<file path="src/rtl/nsam_pkg.sv">
package nsam_pkg;

  typedef enum logic [1:0] {
    ST_IDLE = 2'd0,
    ST_SEEK = 2'd1,
    ST_RUN  = 2'd2,
    ST_FIN  = 2'd3
  } nsam_state_e;

  // log2 of the number of 512-byte chunks for a page-size code
  function automatic logic [1:0] chunk_shift(input logic [1:0] sel);
    logic [1:0] sh;
    case (sel)
      2'd0:    sh = 2'd0;
      2'd1:    sh = 2'd2;
      default: sh = 2'd3;
    endcase
    return sh;
  endfunction

endpackage

</file>
<file path="src/rtl/nsam_geom.sv">
module nsam_geom #(
  parameter int COL_W       = 13,
  parameter int SPARE_W     = 8,
  parameter int CHUNK_BYTES = 512
) (
  input  logic [1:0]         page_sel,
  input  logic [SPARE_W-1:0] spare_size,
  output logic [COL_W-1:0]   page_bytes,
  output logic [SPARE_W-1:0] slot_bytes
);
  import nsam_pkg::*;

  logic [1:0]         shift_w;
  logic [SPARE_W-1:0] per_chunk;

  always_comb begin
    shift_w    = chunk_shift(page_sel);
    page_bytes = COL_W'(CHUNK_BYTES) << shift_w;
    per_chunk  = spare_size >> shift_w;
    slot_bytes = {per_chunk[SPARE_W-1:1], 1'b0};
  end

endmodule

</file>
<file path="src/rtl/nsam_cursor.sv">
module nsam_cursor #(
  parameter int COL_W    = 13,
  parameter int SPARE_W  = 8,
  parameter int SLOT_CNT = 8,
  localparam int SLOT_W  = $clog2(SLOT_CNT)
) (
  input  logic               clk,
  input  logic               rst_n,
  input  logic               load,
  input  logic [COL_W-1:0]   load_off,
  input  logic [SPARE_W-1:0] load_sb,
  input  logic               seek_en,
  input  logic               run_en,
  input  logic               step,
  output logic [SLOT_W-1:0]  slot,
  output logic [COL_W-1:0]   off,
  output logic               seek_done
);

  localparam logic [SLOT_W-1:0] LAST_SLOT = SLOT_W'(SLOT_CNT - 1);

  logic [SLOT_W-1:0]  slot_q, slot_d;
  logic [COL_W-1:0]   off_q, off_d;
  logic [SPARE_W-1:0] sb_q, sb_d;
  logic [COL_W-1:0]   sb_ext;
  logic               at_last;

  always_comb begin
    sb_ext    = COL_W'(sb_q);
    at_last   = (slot_q == LAST_SLOT);
    seek_done = at_last || (off_q < sb_ext);
  end

  // next-state
  always_comb begin
    slot_d = slot_q;
    off_d  = off_q;
    sb_d   = sb_q;
    if (load) begin
      slot_d = '0;
      off_d  = load_off;
      sb_d   = load_sb;
    end else if (seek_en && !seek_done) begin
      off_d  = off_q - sb_ext;
      slot_d = slot_q + SLOT_W'(1);
    end else if (step) begin
      if (!at_last && (off_q + COL_W'(1) == sb_ext)) begin
        slot_d = slot_q + SLOT_W'(1);
        off_d  = '0;
      end else begin
        off_d  = off_q + COL_W'(1);
      end
    end
  end

  // registers
  always_ff @(posedge clk or negedge rst_n) begin
    if (!rst_n) begin
      slot_q <= '0;
      off_q  <= '0;
      sb_q   <= '0;
    end else begin
      slot_q <= slot_d;
      off_q  <= off_d;
      sb_q   <= sb_d;
    end
  end

  assign slot = slot_q;
  assign off  = off_q;

  AST_OFF_IN_SLOT: assert property (@(posedge clk) disable iff (!rst_n)
    (run_en && !at_last) |-> (off_q < sb_ext));

  AST_LAST_SLOT_KEEP: assert property (@(posedge clk) disable iff (!rst_n)
    (run_en && at_last && step && !load) |=> (slot_q == LAST_SLOT));

endmodule

</file>
<file path="src/rtl/nsam_ctrl.sv">
module nsam_ctrl #(
  parameter int COL_W = 13,
  parameter int CNT_W = 13
) (
  input  logic             clk,
  input  logic             rst_n,
  input  logic             start,
  input  logic [COL_W-1:0] start_col,
  input  logic [CNT_W-1:0] byte_cnt,
  input  logic             spare_only,
  input  logic [COL_W-1:0] page_bytes,
  input  logic             seek_done,
  input  logic             addr_ready,
  output logic             load,
  output logic [COL_W-1:0] load_off,
  output logic             seek_en,
  output logic             run_en,
  output logic             step_spare,
  output logic             in_main,
  output logic [COL_W-1:0] cur_col,
  output logic [COL_W-1:0] cur_page,
  output logic             last,
  output logic             busy,
  output logic             done
);
  import nsam_pkg::*;

  nsam_state_e      state_q, state_d;
  logic [CNT_W-1:0] rem_q, rem_d;
  logic [COL_W-1:0] col_q, col_d;
  logic [COL_W-1:0] page_q, page_d;
  logic             main_q, main_d;
  logic             accept;

  always_comb begin
    load     = (state_q == ST_IDLE) && start;
    seek_en  = (state_q == ST_SEEK);
    run_en   = (state_q == ST_RUN);
    done     = (state_q == ST_FIN);
    busy     = (state_q != ST_IDLE);
    last     = (rem_q == CNT_W'(1));
    accept   = run_en && addr_ready;
    step_spare = accept && !main_q;
    if (spare_only)                load_off = start_col;
    else if (start_col >= page_bytes) load_off = start_col - page_bytes;
    else                           load_off = '0;
  end

  // next-state
  always_comb begin
    state_d = state_q;
    rem_d   = rem_q;
    col_d   = col_q;
    page_d  = page_q;
    main_d  = main_q;
    case (state_q)
      ST_IDLE: if (start) begin
        rem_d   = byte_cnt;
        col_d   = start_col;
        page_d  = page_bytes;
        main_d  = !spare_only && (start_col < page_bytes);
        state_d = (byte_cnt == '0) ? ST_FIN : ST_SEEK;
      end
      ST_SEEK: if (seek_done) state_d = ST_RUN;
      ST_RUN: if (addr_ready) begin
        rem_d = rem_q - CNT_W'(1);
        if (main_q) begin
          if (col_q + COL_W'(1) == page_q) main_d = 1'b0;
          else                             col_d  = col_q + COL_W'(1);
        end
        if (last) state_d = ST_FIN;
      end
      default: state_d = ST_IDLE;
    endcase
  end

  // registers
  always_ff @(posedge clk or negedge rst_n) begin
    if (!rst_n) begin
      state_q <= ST_IDLE;
      rem_q   <= '0;
      col_q   <= '0;
      page_q  <= '0;
      main_q  <= 1'b0;
    end else begin
      state_q <= state_d;
      rem_q   <= rem_d;
      col_q   <= col_d;
      page_q  <= page_d;
      main_q  <= main_d;
    end
  end

  assign in_main  = main_q;
  assign cur_col  = col_q;
  assign cur_page = page_q;

  AST_DONE_SINGLE: assert property (@(posedge clk) disable iff (!rst_n)
    done |=> !done);

  AST_LAST_THEN_DONE: assert property (@(posedge clk) disable iff (!rst_n)
    (accept && last) |=> done);

  AST_BUSY_START_IGNORED: assert property (@(posedge clk) disable iff (!rst_n)
    (run_en && start && !(addr_ready && last)) |=> run_en);

  AST_STALL_HOLDS: assert property (@(posedge clk) disable iff (!rst_n)
    (run_en && !addr_ready) |=> run_en);

endmodule

</file>
<file path="src/rtl/nsam_mapper.sv">
module nsam_mapper #(
  parameter int COL_W       = 13,
  parameter int CNT_W       = 13,
  parameter int SPARE_W     = 8,
  parameter int ADDR_W      = 13,
  parameter int SLOT_CNT    = 8,
  parameter int SLOT_STRIDE = 64,
  parameter int SPARE_BASE  = 4096,
  parameter int CHUNK_BYTES = 512
) (
  input  logic               clk,
  input  logic               rst_n,
  input  logic               start,
  input  logic [COL_W-1:0]   start_col,
  input  logic [CNT_W-1:0]   byte_cnt,
  input  logic [1:0]         page_sel,
  input  logic [SPARE_W-1:0] spare_size,
  input  logic               spare_only,
  output logic               busy,
  output logic               addr_valid,
  input  logic               addr_ready,
  output logic [ADDR_W-1:0]  addr,
  output logic               done
);

  localparam int SLOT_W    = $clog2(SLOT_CNT);
  localparam int STRIDE_SH = $clog2(SLOT_STRIDE);

  logic [COL_W-1:0]   page_bytes;
  logic [SPARE_W-1:0] slot_bytes;
  logic               load, seek_en, run_en, step_spare, seek_done;
  logic               in_main, last;
  logic [COL_W-1:0]   load_off, cur_col, cur_page;
  logic [SLOT_W-1:0]  slot;
  logic [COL_W-1:0]   off;
  logic [ADDR_W-1:0]  spare_addr;

  nsam_geom #(
    .COL_W(COL_W), .SPARE_W(SPARE_W), .CHUNK_BYTES(CHUNK_BYTES)
  ) geom_i (
    .page_sel(page_sel), .spare_size(spare_size),
    .page_bytes(page_bytes), .slot_bytes(slot_bytes)
  );

  nsam_ctrl #(
    .COL_W(COL_W), .CNT_W(CNT_W)
  ) ctrl_i (
    .clk(clk), .rst_n(rst_n), .start(start), .start_col(start_col),
    .byte_cnt(byte_cnt), .spare_only(spare_only), .page_bytes(page_bytes),
    .seek_done(seek_done), .addr_ready(addr_ready), .load(load),
    .load_off(load_off), .seek_en(seek_en), .run_en(run_en),
    .step_spare(step_spare), .in_main(in_main), .cur_col(cur_col),
    .cur_page(cur_page), .last(last), .busy(busy), .done(done)
  );

  nsam_cursor #(
    .COL_W(COL_W), .SPARE_W(SPARE_W), .SLOT_CNT(SLOT_CNT)
  ) cursor_i (
    .clk(clk), .rst_n(rst_n), .load(load), .load_off(load_off),
    .load_sb(slot_bytes), .seek_en(seek_en), .run_en(run_en),
    .step(step_spare), .slot(slot), .off(off), .seek_done(seek_done)
  );

  always_comb begin
    spare_addr = ADDR_W'(SPARE_BASE) + (ADDR_W'(slot) << STRIDE_SH) + ADDR_W'(off);
    addr       = in_main ? ADDR_W'(cur_col) : spare_addr;
    addr_valid = run_en;
  end

  AST_ADDR_STABLE: assert property (@(posedge clk) disable iff (!rst_n)
    (addr_valid && !addr_ready) |=> (addr_valid && $stable(addr)));

  AST_MAIN_LINEAR: assert property (@(posedge clk) disable iff (!rst_n)
    (addr_valid && addr_ready && in_main && !last &&
     (COL_W'(addr) + COL_W'(1) != cur_page))
    |=> (addr_valid && addr == $past(addr) + ADDR_W'(1)));

  AST_CROSS_NO_GAP: assert property (@(posedge clk) disable iff (!rst_n)
    (addr_valid && addr_ready && in_main && !last &&
     (COL_W'(addr) + COL_W'(1) == cur_page))
    |=> (addr_valid && !in_main));

endmodule

</file>
<file path="config.mk">
export PLATFORM = sky130hd
export DESIGN_NAME = nsam_mapper
export DESIGN_NICKNAME = d
export VERILOG_FILES = /design/src/rtl/nsam_pkg.sv /design/src/rtl/nsam_geom.sv /design/src/rtl/nsam_cursor.sv /design/src/rtl/nsam_ctrl.sv /design/src/rtl/nsam_mapper.sv
export SDC_FILE = /design/constraint.sdc
export NUM_CORES = 1
export LEC_CHECK = 0
export BUFFER_PORTS_ARGS = -buffer_cell sky130_fd_sc_hd__buf_2
export CAP_MARGIN = 20
export CORE_ASPECT_RATIO = 1.5
export CORE_UTILIZATION = 60
export DETAILED_ROUTE_END_ITERATION = 8
export MAX_ROUTING_LAYER = met4
export PLACE_DENSITY = 0.89
export SYNTH_ARGS = -nofsm -noshare
export SYNTH_HDL_FRONTEND = slang
export SYNTH_SLANG_ARGS = --single-unit
</file>
<file path="constraint.sdc">
create_clock -name clk -period 3.05 [get_ports clk]
set_input_delay 0.7625 -clock clk [delete_from_list [all_inputs] [get_ports clk]]
set_output_delay 0.7625 -clock clk [all_outputs]
set_load 0.005 [all_outputs]
</file>
# Word-level counts from Yosys, hierarchy flattened
# Index checks and enable logic that the tools add are counted.
[totals]
register_bits = 65
latchBits = 0
ram_bits = 0
romBits = 0
input_bits = 41
output_inout_bits = 16
wordCells = 89
memories = 0
[op_classes]
n_addsub = 8
n_mul = 0
div_mod_pow = 0
order_cmp = 3
eq_ne = 14
shifts = 2
mux = 31
bitwise_logic = 0
n_reduce_logical = 23
[op_table]
columns = ["cell", "count"]
rows = [
  ["$mux 13", 13],
  ["$pmux 13 s2", 2],
  ["$add 13x1->13 const B", 2],
  ["$add 13x13->13", 1],
  ["$add 13x9->13 const A", 1],
  ["$eq 13x1->1 const B", 1],
  ["$eq 13x13->1", 1],
  ["$eq 13x8->1", 1],
  ["$ge 13x13->1", 1],
  ["$logic_not 13->1", 1],
  ["$lt 13x13->1", 1],
  ["$lt 13x8->1", 1],
  ["$shl 10x2->13 const A", 1],
  ["$sub 13x1->13 const B", 1],
  ["$sub 13x13->13", 1],
  ["$sub 13x8->13", 1],
  ["$mux 3", 4],
  ["$mux 2", 5],
  ["$shr 8x2->8", 1],
  ["$logic_and 1x1->1", 6],
  ["$ne 2x1->1 const B", 3],
  ["$ne 2x2->1 const B", 3],
  ["$pmux 2 s3", 1],
  ["$reduce_bool 3->1", 2],
  ["15 further kinds", 26],
]

# Logic depth before layout (Yosys ltp)
[logic_depth]
word_depth = 7
mapped_depth = 12
mapped_depth_nobuf = 10

# Hierarchy
# A second synthesis with hierarchy kept.
[unflattened]
hier_cells = 766
area_unflattened_um2 = 6112.1
[modules_own_cells]
columns = ["mod", "n_inst", "cells_each", "area_each_um2", "seq_area_each_um2"]
rows = [
  ["nsam_ctrl", 1, 431, 3473.3, 1051.0],
  ["nsam_cursor", 1, 253, 2034.5, 600.6],
  ["nsam_mapper", 1, 49, 374.1, 0.0],
  ["nsam_geom", 1, 33, 230.2, 0.0],
]

# Least setup slack after synthesis
# No wires, ideal clock.
[synth_path]
path_type = "input to register"
from = "in page_sel[0]"
to = "reg cursor_i.off_q[2], in the netlist cursor_i.off[2]"
setup_ps = 121
arrival_time_ps = 3057
t_required_ps = 2929
path_slack_ps = -128
cell_stages = 11
path_cell_list = "clkbuf_1 > or2_2 > ha_1 > o21a_1 > o221a_2 > or2_2 > and2_0 > buf_1 > a32oi_1 > o41ai_1 > a22o_1"
[synth_via]
elab_chain_cells = 7
word_cells_on_any_way = 9
cone_classes = "add/sub (1); order compare (1); eq/ne (1); shift (1); mux (4); reduce/logical (1)"
[synth_lines]
columns = ["item", "line_no", "rtl"]
rows = [
  ["start: declaration", "nsam_mapper.sv:16", "input logic [1:0] page_sel,"],
  ["$eq 2x1->1 / $logic_not 2->1 (equally long branches)", "nsam_pkg.sv:13", "case (sel)"],
  ["$pmux 2 s2 *", "nsam_pkg.sv:13", ""],
  ["$shl 10x2->13 *", "nsam_geom.sv:18", "page_bytes = COL_W'(CHUNK_BYTES) << shift_w;"],
  ["$sub 13x13->13 / $ge 13x13->1 (equally long branches)", "nsam_ctrl.sv:45", "else if (start_col >= page_bytes) load_off = start_col - page_bytes;"],
  ["$mux 13 *", "nsam_ctrl.sv:45", ""],
  ["$mux 13 *", "nsam_ctrl.sv:44", "if (spare_only) load_off = start_col;"],
  ["$mux 13 *", "nsam_cursor.sv:39", "if (load) begin"],
  ["end signal: assignment", "nsam_cursor.sv:60", "off_q <= '0;"],
  ["end signal: assignment", "nsam_cursor.sv:64", "off_q <= off_d;"],
  ["end: declaration", "nsam_cursor.sv:23", "logic [COL_W-1:0] off_q, off_d;"],
]
# Mark *: on every way between the ends. The rest lies on a longest branch, timed or not.
# A chain may end at the register's enable or synchronous reset.

# Worst setup path in the final report
[layout_path]
from = "reg cursor_i.off_q[6], in the netlist cursor_i.off[6]"
to = "out addr[10]"
[layout_via]
elab_chain_cells = 2
[layout_lines]
columns = ["item", "line_no", "rtl"]
rows = [
  ["$add 13x13->13", "nsam_mapper.sv:65", "spare_addr = ADDR_W'(SPARE_BASE) + (ADDR_W'(slot) << STRIDE_SH) + ADDR_W'(off);"],
  ["$mux 13", "nsam_mapper.sv:66", "addr = in_main ? ADDR_W'(cur_col) : spare_addr;"],
  ["end: declaration", "nsam_mapper.sv:22", "output logic [ADDR_W-1:0] addr,"],
]
# No other way between the ends.

==> qor.yml <==
outcome:
  status: "completed"
yosys:
  synthCells: 636
  postSynthAreaPerCell_um2: 7.977
  yosys.area.top_type_share_pct: 27.62
  netlist_top_cells_area: "dfrtp_1, ha_1, o21ai_0"
  yosys.area.top_type: "dfrtp_1"
  synth_top_flop_cell: "dfrtp_1"
  yosys.cell_count.top_type: "nand2_1"
  synth_fp_nets: 705
  synth-edff-count: 0
  ys_seq_area_share_pct: 27.62
  ys_top_cells_by_count: "nand2_1, o21ai_0, dfrtp_1"
  ys_seq_elements: 56
  synth_area_um2: 5074
  yosysUniqueCellTypes: 74
  yosys_warnings: 0
  async_flop_share_pct: 100.0
clock_network:
  clk_latency_ns: 0.30
  cts.sinks: 56
  clockBufferDepth: 2
  htreeDepth: 2
  cts_tree: "yes"
  clk_pin_slew_ns: 0.08
  cts_root_buffer: "clkbuf_16"
  cts_buffers: 5
  cts_hold_buf: 0
detailed_routing:
  wl_per_cell_um: 19.65
  first_pass_iters: 6
  viasPerCell: 6.729
  ant_nets: 0
  drc: 0
  first_iter_violations: 484
  via_count: 5491
  wirelength_mm: 16.03
worst_hold_path:
  hold_class: "in -> async"
power:
  combPwrFrac_pct: 66.6
  seq_power_share_pct: 24.3
  ir_drop_mv: 0.7774
  pwr_density_cell_nw_per_um2: 1173
  p_int_w: 0.003449
  switchingPower_w: 0.003452
  p_sw_share_pct: 50.02
  p_clk_share_pct: 9.1
  p_leak_nw: 2.543
layout:
  stdcell_area_um2: 5882
  final_nets: 779
  area_growth_pct: 15.93
  fin_cells: 816
  diodes: 0
  drive_gt1_share_pct: 21.80
die:
  fp.dieH_um: 114.6
  rows: 40
  die_x_um: 77.08
  die_area_um2: 8835
  initial_core_util_pct: 62.58
  fp.coreArea_um2: 8108
  ios: 57
setup_path:
  end_kind: "output pin"
  rrSetupSlack_ns: 0.15
  worst_ep_required_time_ns: 2.29
  critical_path.startpoint_type: "flop"
  setup.worst_path.class: "reg -> out"
  arrival_ns: 2.19
  cp_max_fo: 7
job:
  maxCapViolations: 0
timing:
  hold_viol: 0
  worstMarginPinSlew_ns: 0.6700
  period_minus_slack_ns: 2.952
  setup_viol: 0
  drv_slew: 0
  slew_headroom_pct: 55.33
  worst_clock_skew_ns: 0.005374
  rsz0062_at_grt: "false"
  final.period_utilization_pct: 96.78
  max_freq_mhz: 338.8
grt:
  grt.total_usage_pct: 38.20
  grt-ovfl-total: 0
  grt_pass1_vias: 5224
  grt_start_max_net_pins: 35
  antenna_found_initial: 0
  grt_pass1_wl_mm: 25.67
place:
  dp.final_hpwl_mm: 12.10
  place_inst: 794
  place_area_um2: 5609
  gp_congestion: 0.9866
  port_buffers: 55
[final cells by class]
cell class                 instances  area, um^2
multi-input combinational        509        3381
inverter                          29       108.9
clock buffer                       7       142.6
sequential                        56        1405
timing repair buffer             109       705.7
fill                             657        2226
tap                              105       131.4
clock inverter                     1       7.507
[stage by stage]
stage	hold WS [ns]	utilization [%]	worst slack (ns)	setup TNS [ns]	power [W]
global route	0.5168	72.55	0.001932	0	0.007414
global placement	0.4886	69.18	0.01152	0	0.005848
floorplan	0.4639	-	0.04752	0	0.004690
CTS	0.4982	71.06	0.04571	0	0.006704
detailed placement	0.4975	69.18	-0.05889	-0.1032	0.006060
finish	0.4776	72.55	0.09813	0	0.006901
[logic make-up after synthesis]
| family | count (synthesis) | share of synthesized area (%) |
|---|---|---|
| xor+xnor | 20 | 3.453 |
| simple gates | 235 | 23.01 |
| other cells | 1 | 0.07391 |
| compound gates | 207 | 28.56 |
| fa+ha+maj | 28 | 7.201 |
| flops | 56 | 27.62 |
| buf+inv | 71 | 6.313 |
| mux | 18 | 3.773 |
[critical path, stage by stage, from the launching register on]
cell     delay [ns]
dfrtp_2        0.45
ha_1           0.19
inv_1          0.05
fa_1           0.40
nor2b_1        0.15
o21ai_0        0.11
xor2_1         0.16
o21ai_0        0.21
buf_2          0.16
[placed cells by master (no fill, tap or decap), types with 4 or more instances in the layout]
cell type,netlist,layout
nor2b_1,4,4
o22ai_1,16,16
a32oi_1,4,4
nand2_1,71,71
nor4_1,9,9
o211ai_1,8,8
mux2i_1,9,9
ha_1,26,25
o31a_1,5,5
or4_1,5,5
and3_1,5,5
a21oi_1,32,31
xor2_1,11,10
o221a_2,4,4
o21a_1,8,8
o41ai_1,4,4
o31ai_1,5,5
a22oi_1,4,4
nand4_1,10,10
buf_4,7,52
and2_1,4,4
dfrtp_1,56,53
and4_1,5,5
or3_1,12,12
nand2b_1,8,8
buf_2,10,55
nand3_1,22,22
a21o_1,8,8
nor3_1,21,21
o21ai_0,58,58
o32ai_1,4,4
mux2_2,9,9
inv_1,28,28
a211oi_1,9,9
or2_2,9,8
a211o_1,6,6
nor2_1,43,42
clkbuf_16,0,5
xnor2_1,9,9
[flip-flops by register name (all words and copies together) (netlist names)]
register and flops:
cursor_i.slot 3, ctrl_i.state_q 2, ctrl_i.cur_page 4, ctrl_i.rem_q 13, ctrl_i.cur_col 13, ctrl_i.in_main 1
cursor_i.off 13, cursor_i.sb_q 7
[per-layer routing]
| metal | up-vias | GRT usage [%] | wire, um |
|---|---|---|---|
| met4 | 0 | 22.89 | 1066 |
| met3 | 77 | 4.223 | 1011 |
| met2 | 283 | 65.24 | 7946 |
| li1 | 2518 | - | - |
| met5 | - | - | 0 |
| met1 | 2613 | 42.92 | 6007 |
[power by group through the flow]
stage	Clock [W]	Combinational (W)	Sequential (W)
after floorplan	0	0.00329	0.00140
after global placement	0	0.00421	0.00164
after detailed placement	0	0.00440	0.00166
after CTS	0.000622	0.00442	0.00166
after global routing	0.000643	0.00504	0.00173
final	0.000627	0.00460	0.00168
[worst paths after layout]
kind	from	to	depth (start not counted)
max	cursor_i.off[6]	addr[10]	8
min	rst_n	ctrl_i.rem_q[6]	1
max reg2reg	cursor_i.off[1]	cursor_i.slot[2]	11
min reg2reg	ctrl_i.cur_page[10]	ctrl_i.cur_page[10]	1
max in group asynchronous	rst_n	cursor_i.off[0]	2
min in group clk	ctrl_i.cur_page[10]	ctrl_i.cur_page[10]	1
[repair_timing]
action                                  4_1_cts  5_1_grt
gates resized for setup                       2        4
pin swaps                                     0        3
setup buffers                                 0       14
endpoints found under the setup margin        2        9
Power figures use the tool's default switching activity.
